$ cat config.mk
export PLATFORM = sky130hd
export DESIGN_NAME = dcl_mr_cancel
export DESIGN_NICKNAME = d
export VERILOG_FILES = /design/src/rtl/dcl_pkg.sv /design/src/rtl/dcl_msum.sv /design/src/rtl/dcl_diff.sv /design/src/rtl/dcl_mr_cancel.sv
export SDC_FILE = /design/constraint.sdc
export NUM_CORES = 1
export LEC_CHECK = 0
export ABC_AREA = 0
export CAP_MARGIN = 30
export CORE_AREA = 2 2 151 153
export CTS_CLUSTER_SIZE = 30
export DETAILED_ROUTE_END_ITERATION = 16
export DIE_AREA = 0 0 153 155
export GPL_ROUTABILITY_DRIVEN = 0
export PLACE_DENSITY = 0.56
export SYNTH_ARGS = -nofsm -noshare
export SYNTH_HDL_FRONTEND = slang
export SYNTH_SLANG_ARGS = --single-unit
export TNS_END_PERCENT = 5
$ cat constraint.sdc
create_clock -name clk -period 4.1 [get_ports clk]
set_clock_uncertainty 0.05 [all_clocks]
set_input_delay 0.82 -clock clk [delete_from_list [all_inputs] [get_ports clk]]
set_output_delay 0.82 -clock clk [all_outputs]
set_load 0.005 [all_outputs]
$ cat src/rtl/dcl_pkg.sv
// Package dcl_pkg: shared constants for the multi-rate cancellation filter.
// Assumes codes are two's complement and symmetric about zero.
package dcl_pkg;
    localparam int FE_W    = 2;   // first-stage code width
    localparam int BE_W    = 3;   // second-stage code width
    localparam int FE_MAX  = 1;   // largest first-stage magnitude
    localparam int BE_MAX  = 2;   // largest second-stage magnitude
    localparam int RATIO_W = 3;   // ratio input width
    localparam int P_MAX   = 6;   // largest supported ratio
    localparam int ORDER   = 2;   // first-stage loop order
    localparam int OUT_W   = 8;   // output word width
endpackage

$ cat src/rtl/dcl_msum.sv
// Module dcl_msum: running sum over the last p inputs, built as an
// accumulator minus the input leaving a P_MAX-deep delay line at tap p.
// Assumes p_sel is within 1..P_MAX and IN_W <= OUT_W. Registered output.
module dcl_msum #(
    parameter int IN_W  = 4,
    parameter int OUT_W = 8,
    parameter int P_MAX = 6,
    parameter int P_W   = 3
) (
    input  logic                    clk,
    input  logic                    rst_n,
    input  logic                    clr,
    input  logic [P_W-1:0]          p_sel,
    input  logic signed [IN_W-1:0]  x,
    output logic signed [OUT_W-1:0] y
);
    logic signed [IN_W-1:0]  dl [P_MAX];
    logic signed [IN_W-1:0]  tap;
    logic signed [OUT_W-1:0] acc;

    // Select the delayed input that leaves the window for the current p.
    always_comb begin
        tap = '0;
        for (int i = 0; i < P_MAX; i++) begin
            if (p_sel == P_W'(i + 1)) tap = dl[i];
        end
    end

    // Shift the delay line and update the running sum.
    always_ff @(posedge clk) begin
        if (!rst_n || clr) begin
            for (int i = 0; i < P_MAX; i++) dl[i] <= '0;
            acc <= '0;
        end else begin
            dl[0] <= x;
            for (int i = 1; i < P_MAX; i++) dl[i] <= dl[i-1];
            acc <= acc + OUT_W'(x) - OUT_W'(tap);
        end
    end

    assign y = acc;

    AST_CLEAR_EMPTIES: assert property (@(posedge clk) disable iff (!rst_n)
        clr |=> (y == '0));
endmodule

$ cat src/rtl/dcl_diff.sv
// Module dcl_diff: applies (1 - z^-1)^ORDER as a chain of first differences,
// each holding one previous value. Output is combinational from x and state.
// Assumes W leaves ORDER bits of headroom over the input range.
module dcl_diff #(
    parameter int IN_W  = 8,
    parameter int W     = 10,
    parameter int ORDER = 2
) (
    input  logic                clk,
    input  logic                rst_n,
    input  logic                clr,
    input  logic signed [IN_W-1:0] x,
    output logic signed [W-1:0] y
);
    logic signed [W-1:0] chain [ORDER+1];
    logic signed [W-1:0] prev  [ORDER];

    assign chain[0] = W'(x);

    for (genvar s = 0; s < ORDER; s++) begin : g_stage
        assign chain[s+1] = chain[s] - prev[s];

        // Remember this stage's input for the next cycle's difference.
        always_ff @(posedge clk) begin
            if (!rst_n || clr) prev[s] <= '0;
            else               prev[s] <= chain[s];
        end
    end

    assign y = chain[ORDER];
endmodule

$ cat src/rtl/dcl_mr_cancel.sv
// Module dcl_mr_cancel: multi-rate cancellation logic. Holds the slow code
// between strobes, filters both paths with ORDER cascaded length-p moving
// sums, shapes the slow path by (1 - z^-1)^ORDER and subtracts it.
// Assumes legal codes and 2 <= ratio <= P_MAX. Latency: two edges after the
// input edge. A ratio change flushes all state for 2*P_MAX cycles.
module dcl_mr_cancel
    import dcl_pkg::*;
#(
    parameter int P_MAX_P = P_MAX,
    parameter int ORDER_P = ORDER,
    parameter int OUT_W_P = OUT_W
) (
    input  logic                      clk,
    input  logic                      rst_n,
    input  logic [RATIO_W-1:0]        ratio,
    input  logic signed [FE_W-1:0]    fe_code,
    input  logic signed [BE_W-1:0]    be_code,
    input  logic                      be_strobe,
    output logic signed [OUT_W_P-1:0] y_out,
    output logic                      y_valid
);
    localparam int GROW   = ORDER_P * ($clog2(P_MAX_P) + 1);
    localparam int FA_W   = FE_W + GROW;
    localparam int FB_W   = BE_W + GROW;
    localparam int DB_W   = FB_W + ORDER_P;
    localparam int SUM_W  = (DB_W > FA_W ? DB_W : FA_W) + 1;
    localparam int FLUSH  = 2 * P_MAX_P;
    localparam int CNT_W  = $clog2(FLUSH + 1);
    localparam int Y_BOUND = (P_MAX_P ** ORDER_P) * FE_MAX + (1 << ORDER_P) * BE_MAX;

    logic [RATIO_W-1:0]     ratio_q;
    logic                   chg;
    logic [CNT_W-1:0]       cnt;
    logic signed [BE_W-1:0] b_hold;
    logic signed [BE_W-1:0] b_cur;
    logic signed [FA_W-1:0] fa_chain [ORDER_P+1];
    logic signed [FB_W-1:0] fb_chain [ORDER_P+1];
    logic signed [DB_W-1:0] db;
    logic signed [SUM_W-1:0] sum;

    assign chg   = (ratio != ratio_q);
    assign b_cur = be_strobe ? be_code : b_hold;

    // Track the active ratio and the refill countdown after a restart.
    always_ff @(posedge clk) begin
        if (!rst_n || chg) begin
            ratio_q <= ratio;
            cnt     <= CNT_W'(FLUSH);
        end else if (cnt != '0) begin
            cnt <= cnt - 1'b1;
        end
    end

    // Hold the latest slow code between strobes.
    always_ff @(posedge clk) begin
        if (!rst_n || chg) b_hold <= '0;
        else               b_hold <= b_cur;
    end

    assign fa_chain[0] = FA_W'(fe_code);
    assign fb_chain[0] = FB_W'(b_cur);

    for (genvar s = 0; s < ORDER_P; s++) begin : g_cascade
        dcl_msum #(.IN_W(FA_W), .OUT_W(FA_W), .P_MAX(P_MAX_P), .P_W(RATIO_W)) u_fa (
            .clk(clk), .rst_n(rst_n), .clr(chg), .p_sel(ratio_q),
            .x(fa_chain[s]), .y(fa_chain[s+1]));
        dcl_msum #(.IN_W(FB_W), .OUT_W(FB_W), .P_MAX(P_MAX_P), .P_W(RATIO_W)) u_fb (
            .clk(clk), .rst_n(rst_n), .clr(chg), .p_sel(ratio_q),
            .x(fb_chain[s]), .y(fb_chain[s+1]));
    end

    dcl_diff #(.IN_W(FB_W), .W(DB_W), .ORDER(ORDER_P)) u_shape (
        .clk(clk), .rst_n(rst_n), .clr(chg), .x(fb_chain[ORDER_P]), .y(db));

    assign sum = SUM_W'(fa_chain[ORDER_P]) - SUM_W'(db);

    // Register the combined word and its valid flag.
    always_ff @(posedge clk) begin
        if (!rst_n || chg) begin
            y_out   <= '0;
            y_valid <= 1'b0;
        end else begin
            y_out   <= OUT_W_P'(sum);
            y_valid <= (cnt <= CNT_W'(1));
        end
    end

    localparam logic signed [OUT_W_P-1:0] Y_LIM = OUT_W_P'(Y_BOUND);

    AST_RATIO_LEGAL: assert property (@(posedge clk) disable iff (!rst_n)
        (ratio >= RATIO_W'(2)) && (ratio <= RATIO_W'(P_MAX_P)));
    AST_FE_CODE_LEGAL: assert property (@(posedge clk) disable iff (!rst_n)
        fe_code != {1'b1, {(FE_W-1){1'b0}}});
    AST_BE_CODE_LEGAL: assert property (@(posedge clk) disable iff (!rst_n)
        (be_code >= -BE_W'(BE_MAX)) && (be_code <= BE_W'(BE_MAX)));
    AST_HOLD_STABLE: assert property (@(posedge clk) disable iff (!rst_n)
        (!be_strobe && !chg) |=> $stable(b_hold));
    AST_FLUSH_NO_VALID: assert property (@(posedge clk) disable iff (!rst_n)
        chg |=> !y_valid);
    AST_VALID_HOLDS: assert property (@(posedge clk) disable iff (!rst_n)
        (y_valid && !chg) |=> y_valid);
    AST_NO_OVERFLOW: assert property (@(posedge clk) disable iff (!rst_n)
        (y_out <= Y_LIM) && (y_out >= -Y_LIM));
endmodule

Yosys cells after proc, flatten, opt, wreduce, memory -nomap -nowiden
Memories as Yosys holds them, arrays and structs flattened.
Cells that the tools add are included.
- $mul: 0
- reductions and logical operators: 3
- bitwise operators: 26
- add/subtract/negate cells: 12
- equal/unequal tests: 7
- order comparisons: 1
- mux-type cells: 54
- shift-type cells: 0
- divide/modulo/power cells: 0
- operator list (operator ; number):
    $mux W11 ; 24
    $mux W10 ; 24
    $mux W13 ; 2
    $or A1 B1 Y1 ; 26
    $sub A11 B11 Y11 ; 2
    $sub A10 B10 Y10 ; 2
    $sub A8 B8 Y8 ; 2
    $sub A11 B13 Y13 ; 1
    $add A11 B11 Y11 ; 1
    $add A11 B3 Y11 ; 1
    $add A10 B10 Y10 ; 1
    $add A10 B2 Y10 ; 1
    $eq A3 B3 Y1 const B ; 3
    $eq A3 B2 Y1 const B ; 2
    $le A4 B1 Y1 const B ; 1
    $reduce_bool A4 Y1 ; 1
    $sub A4 B1 Y4 const B ; 1
    $eq A3 B1 Y1 const B ; 1
    $mux W1 ; 3
    $mux W3 ; 1
    $ne A3 B3 Y1 ; 1
    $logic_not A1 Y1 ; 1
    $logic_or A1 B1 Y1 ; 1
- memory bits (read-only): 0
- input port bits: 11
- latch bits: 0
- memories kept: 5
- bits in registers: 61
- word-level logic and storage cells: 117
- output and inout bits: 9
- bits in writable memories: 278
- memory list (name ; words ; bits a word ; rd ports ; clocked after Yosys merged registers in ; write ports ; line ; source):
    g_cascade[0].u_fb.dl ; 6 ; 11 ; 6 ; 0 ; 6 ; dcl_msum.sv:17 ; logic signed [IN_W-1:0] dl [P_MAX];
    g_cascade[1].u_fb.dl ; 6 ; 11 ; 6 ; 0 ; 6 ; dcl_msum.sv:17 ;
    g_cascade[0].u_fa.dl ; 6 ; 10 ; 6 ; 0 ; 6 ; dcl_msum.sv:17 ;
    g_cascade[1].u_fa.dl ; 6 ; 10 ; 6 ; 0 ; 6 ; dcl_msum.sv:17 ;
    u_shape.prev ; 2 ; 13 ; 2 ; 0 ; 2 ; dcl_diff.sv:16 ; logic signed [W-1:0] prev [ORDER];

Depth between registers and ports, before layout
- depth after elaboration: 8
- gate-level depth with buffers: 18

Hierarchy
A second synthesis with hierarchy kept.
- cell total of the unflattened synthesis: 1558
- area, all modules: 15459.8 um2
- modules (own cells, without submodules) (module ; times used ; cells each ; area each (um2)):
    dcl_msum (g_cascade[0].u_fb ...) ; 2 ; 324 ; 3303.2
    dcl_msum (g_cascade[0].u_fa) ; 1 ; 297 ; 3039.2
    dcl_msum (g_cascade[1].u_fa) ; 1 ; 291 ; 2984.1
    dcl_diff ; 1 ; 221 ; 1858.0
    dcl_mr_cancel ; 1 ; 101 ; 972.2

Worst setup path before layout
OpenSTA, ideal clock, no wires.
- path kind: flip-flop to flip-flop
- start point: reg g_cascade[1].u_fb.acc[0]
- end point: reg y_out[7]
- cell stages (with the launch flop): 17
- clock period less this slack: 3.577 ns
- path slack: 0.523 ns
- data required time: 3.922 ns
- library setup time: 0.128 ns
- arrival time: 3.400 ns
- path through: dfxtp_1 -> inv_1 -> ha_1 -> inv_1 -> fa_1 -> a21o_1 -> a21oi_1 -> o21bai_1 -> a21oi_1 -> xor2_1 -> fa_1 -> ha_1 -> or4_1 -> o22ai_1 -> xnor2_1 -> xnor2_1 -> nor2_1
- word-level cells in the longest chain between the ends: 3
- RTL lines (element ; line ; source):
    start: declaration ; dcl_msum.sv:19 ; logic signed [OUT_W-1:0] acc;
    start signal: assignment ; dcl_msum.sv:37 ; acc <= acc + OUT_W'(x) - OUT_W'(tap);
    $sub A11 B13 Y13 ; dcl_diff.sv:21 ; assign chain[s+1] = chain[s] - prev[s];
    $sub A8 B8 Y8 ; dcl_diff.sv:21 ;
    $sub A8 B8 Y8 ; dcl_mr_cancel.sv:75 ; assign sum = SUM_W'(fa_chain[ORDER_P]) - SUM_W'(db);
    end signal: assignment ; dcl_mr_cancel.sv:83 ; y_out <= OUT_W_P'(sum);
    end: declaration ; dcl_mr_cancel.sv:19 ; output logic signed [OUT_W_P-1:0] y_out,
Every way passes these cells.
A chain may end at the register's enable or synchronous reset.

Final worst setup path
Same ends and word-level chain as after synthesis.

==> flow_metrics.tcl <==
set metrics [dict create \
    slew_violations 0 \
    fin_ws_ns 0.321 \
    portBuffers 19 \
    cts_buffer_depth 2 \
    final_cell_mix "187 x dfxtp_1, 142 x and2_1, 55 x inv_1" \
    dr_wl_met3_um 345 \
    synth_compound_area_frac 0.0940 \
    path_class "reg -> reg" \
    clock-root-buffer "clkbuf_16" \
    ir_drop_v 0.000292 \
    synth_top_family_by_area "simple AND/OR/NAND/NOR gates" \
    slowest_delay_ns 0.54 \
    hold_violations 0 \
    hold_buffers 0 \
    first_pass_iters 4 \
    synth-xor-area-share 0.0462 \
    ys_seq_area_frac 0.440 \
    top_layer "met4" \
    period_needed_ns 3.78 \
    antenna_found_initial 0 \
    h-tree-depth 4 \
    yosysTopAreaCellShare 0.429 \
    drive_gt1_frac 0.0858 \
    drt_first_iter_violations 260 \
    cp_max_fo 3 \
    synth-main-ff-cell "dfxtp_1" \
    crit_arrival_ns 4.06 \
    path_clk_slew_ns 0.08 \
    met1_length_um 8550 \
    max_freq_ghz 0.265 \
    worst_hold_slack_ns 0.400 \
    slew_headroom 0.660 \
    viasPerCell 4.67 \
    fin_area_um2 9880 \
    fin_cells 1159 \
    worst_pin_slew_ns 0.511 \
    cts.sinks 190 \
    dr_total_vias 5417 \
    r2r_start "g_cascade[1].u_fb.y[0]$_SDFF_PP0_" \
    dp_hpwl_um 11300 \
    initial_utilization 0.392 \
    boundaryPins 20 \
    cp_top_family "adder cells" \
    finalSetupViolations 0 \
    grt_pass1_wl_um 28600 \
    ys_top_cells_by_area "dfxtp_1 43%, and2_1 10%, fa_1 8.3%, ha_1 7.5%, xnor2_1 3.3%" \
    rows 55 \
    grt_pass1_vias 5634 \
    rsz0062_at_grt "no" \
    path_buf_inv 2 \
    crit_slowest_cell "or4_1" \
    max_cap_viol_count 0 \
    rr_endpoint "y_out[7]$_SDFF_PP0_" \
    cp_cell_sequence "inv_1 > ha_1 > inv_1 > fa_1 > a21o_1 > a21oi_2 > o21bai_1 > a21oi_1 > xor2_1 > fa_1 > ha_1 > or4_1 > o22ai_2 > xnor2_1 > xnor2_1 > nor2_1" \
    synth_seq_cells 190 \
    critPathRequiredTime_ns 4.38 \
    place_inst 1126 \
    gr-total-overflow 0 \
    fillCellCount 2115 \
    die_h_um 155 \
    num_antenna_cells 0 \
    run_status "finished clean" \
    drc 0 \
    power-per-cell-area_nw_per_um2 462 \
    cts_tree "done" \
    wl_per_cell_um 14.3 \
    layout_commonest_cell "dfxtp_1" \
    yosys_warnings 0 \
    cts_buffers 17 \
    dieArea_um2 23700 \
    async_flop_share 0 \
    min_path_type "reg -> reg" \
    min_delay_path_depth 1 \
    hold_end "g_cascade[1].u_fa.dl[0][55]$_SDFF_PP0_" \
    timing.final.crit_share 0.922 \
    core_area_um2 22200 \
    synth_edf_count 3 \
    syn_to_final_growth_pct 13.3 \
    clkLatencyLatePin_ns 0.44 \
    wl_met2_um 7520 \
    startpoint_type "flip-flop" \
    rr_worst_depth 16 \
    syn_area_per_cell_um2 10.3 \
    postSynthCellCount 846 \
    p_leak_nw 4.10 \
    postPlaceCellArea_um2 9250 \
    synth.distinct_cells 43 \
    post-route-util 0.445 \
    fp.dieW_um 153 \
    tns_ns 0 \
    cp-end-kind "flip-flop" \
    fin_nets 960 \
    r2r_slack_ns 0.32 \
    place_ws_ns 0.302 \
    synth_mux_area_frac 0.0561 \
    final_antenna_net_count 0 \
    syn_area_um2 8720 \
    totalWireLength_um 16500 \
    synthAdderAreaFrac 0.157 \
    multiInputGateArea_um2 4500 \
    hold_start "g_cascade[1].u_fa.dl[0][45]$_SDFF_PP0_" \
    grtUsageTotal 0.152 \
    synth-simple-area-share 0.161 \
    grt_max_degree 144 \
    synth_area_leader_cell "dfxtp_1" \
    seq_area_um2 3830 \
    synth_nets 945 \
    p_total_mw 4.56 \
]
==> registers in the layout, summed over array words and instances, names as in the netlist <==
signal and count:
b_hold 2, g_cascade.u_fb.y 16, cnt 4, y_out 8, ratio_q 3, g_cascade.u_fb.dl 64, g_cascade.u_fa.dl 60, y_valid 1
g_cascade.u_fa.y 16, u_shape.prev 16
==> layout make-up <==
cell class,count,share of cell area
multi-input combinational,560,0.456
sequential,190,0.388
tap,285,0.0361
timing repair buffer,36,0.0372
inverter,56,0.0213
clock inverter,15,0.0187
clock buffer,17,0.0430
==> per-layer routing <==
metal	up-vias	GRT usage
li1	2828	-
met1	2546	0.204
met5	-	0
met2	31	0.249
met4	0	0.0344
met3	12	0.0357
==> power by group <==
part / leakage (nW) / switching, mW / internal, mW
registers: 1.54 / 0.0333 / 1.88
clock network: 0.305 / 0.799 / 0.935
logic: 2.25 / 0.484 / 0.430
total: 4.10 / 1.32 / 3.25
==> Yosys cell counts (all sizes together) (13+ instances only) <==
master / number
xnor2: 33
a21oi: 32
dfxtp: 187
mux2i: 23
mux2: 19
nor3: 15
ha: 52
xor2: 13
nand2: 31
nor2: 49
clkbuf: 28
inv: 56
o21ai: 19
fa: 36
and2: 142
==> worst max-delay path by stage <==
| stage | start | to | slack [ns] | cells past startpoint |
|---|---|---|---|---|
| 5_1_grt | g_cascade[1].u_fb.y[0]$_SDFF_PP0_ | y_out[7]$_SDFF_PP0_ | 0.01 | 16 |
| 2_1_floorplan | g_cascade[1].u_fb.y[0]$_SDFF_PP0_ | y_out[7]$_SDFF_PP0_ | 0.52 | 16 |
| 4_1_cts | g_cascade[1].u_fb.y[0]$_SDFF_PP0_ | y_out[7]$_SDFF_PP0_ | 0.29 | 16 |
| 3_3_place_gp | be_strobe | g_cascade[0].u_fb.y[6]$_SDFF_PP0_ | 0.29 | 10 |
| 3_5_place_dp | g_cascade[1].u_fb.y[0]$_SDFF_PP0_ | y_out[7]$_SDFF_PP0_ | 0.30 | 16 |
| 6_report | g_cascade[1].u_fb.y[0]$_SDFF_PP0_ | y_out[7]$_SDFF_PP0_ | 0.32 | 16 |
==> cell families (layout without fill, tap and decap cells) <==
kind of cell / after synthesis / count (layout)
AO/OA/AOI/OAI: 122 / 122
XOR/XNOR: 46 / 46
adder cells (fa/ha/maj): 88 / 88
buffers and inverters: 96 / 124
flip-flops: 190 / 190
multiplexers: 44 / 44
AND/OR/NAND/NOR: 260 / 260
==> what timing repair did <==
item | CTS | global route
gates resized for setup | 0 | 2
endpoints found under the setup margin | 0 | 1
setup buffers | 0 | 1
No activity file was read; power rests on OpenSTA's default activity.
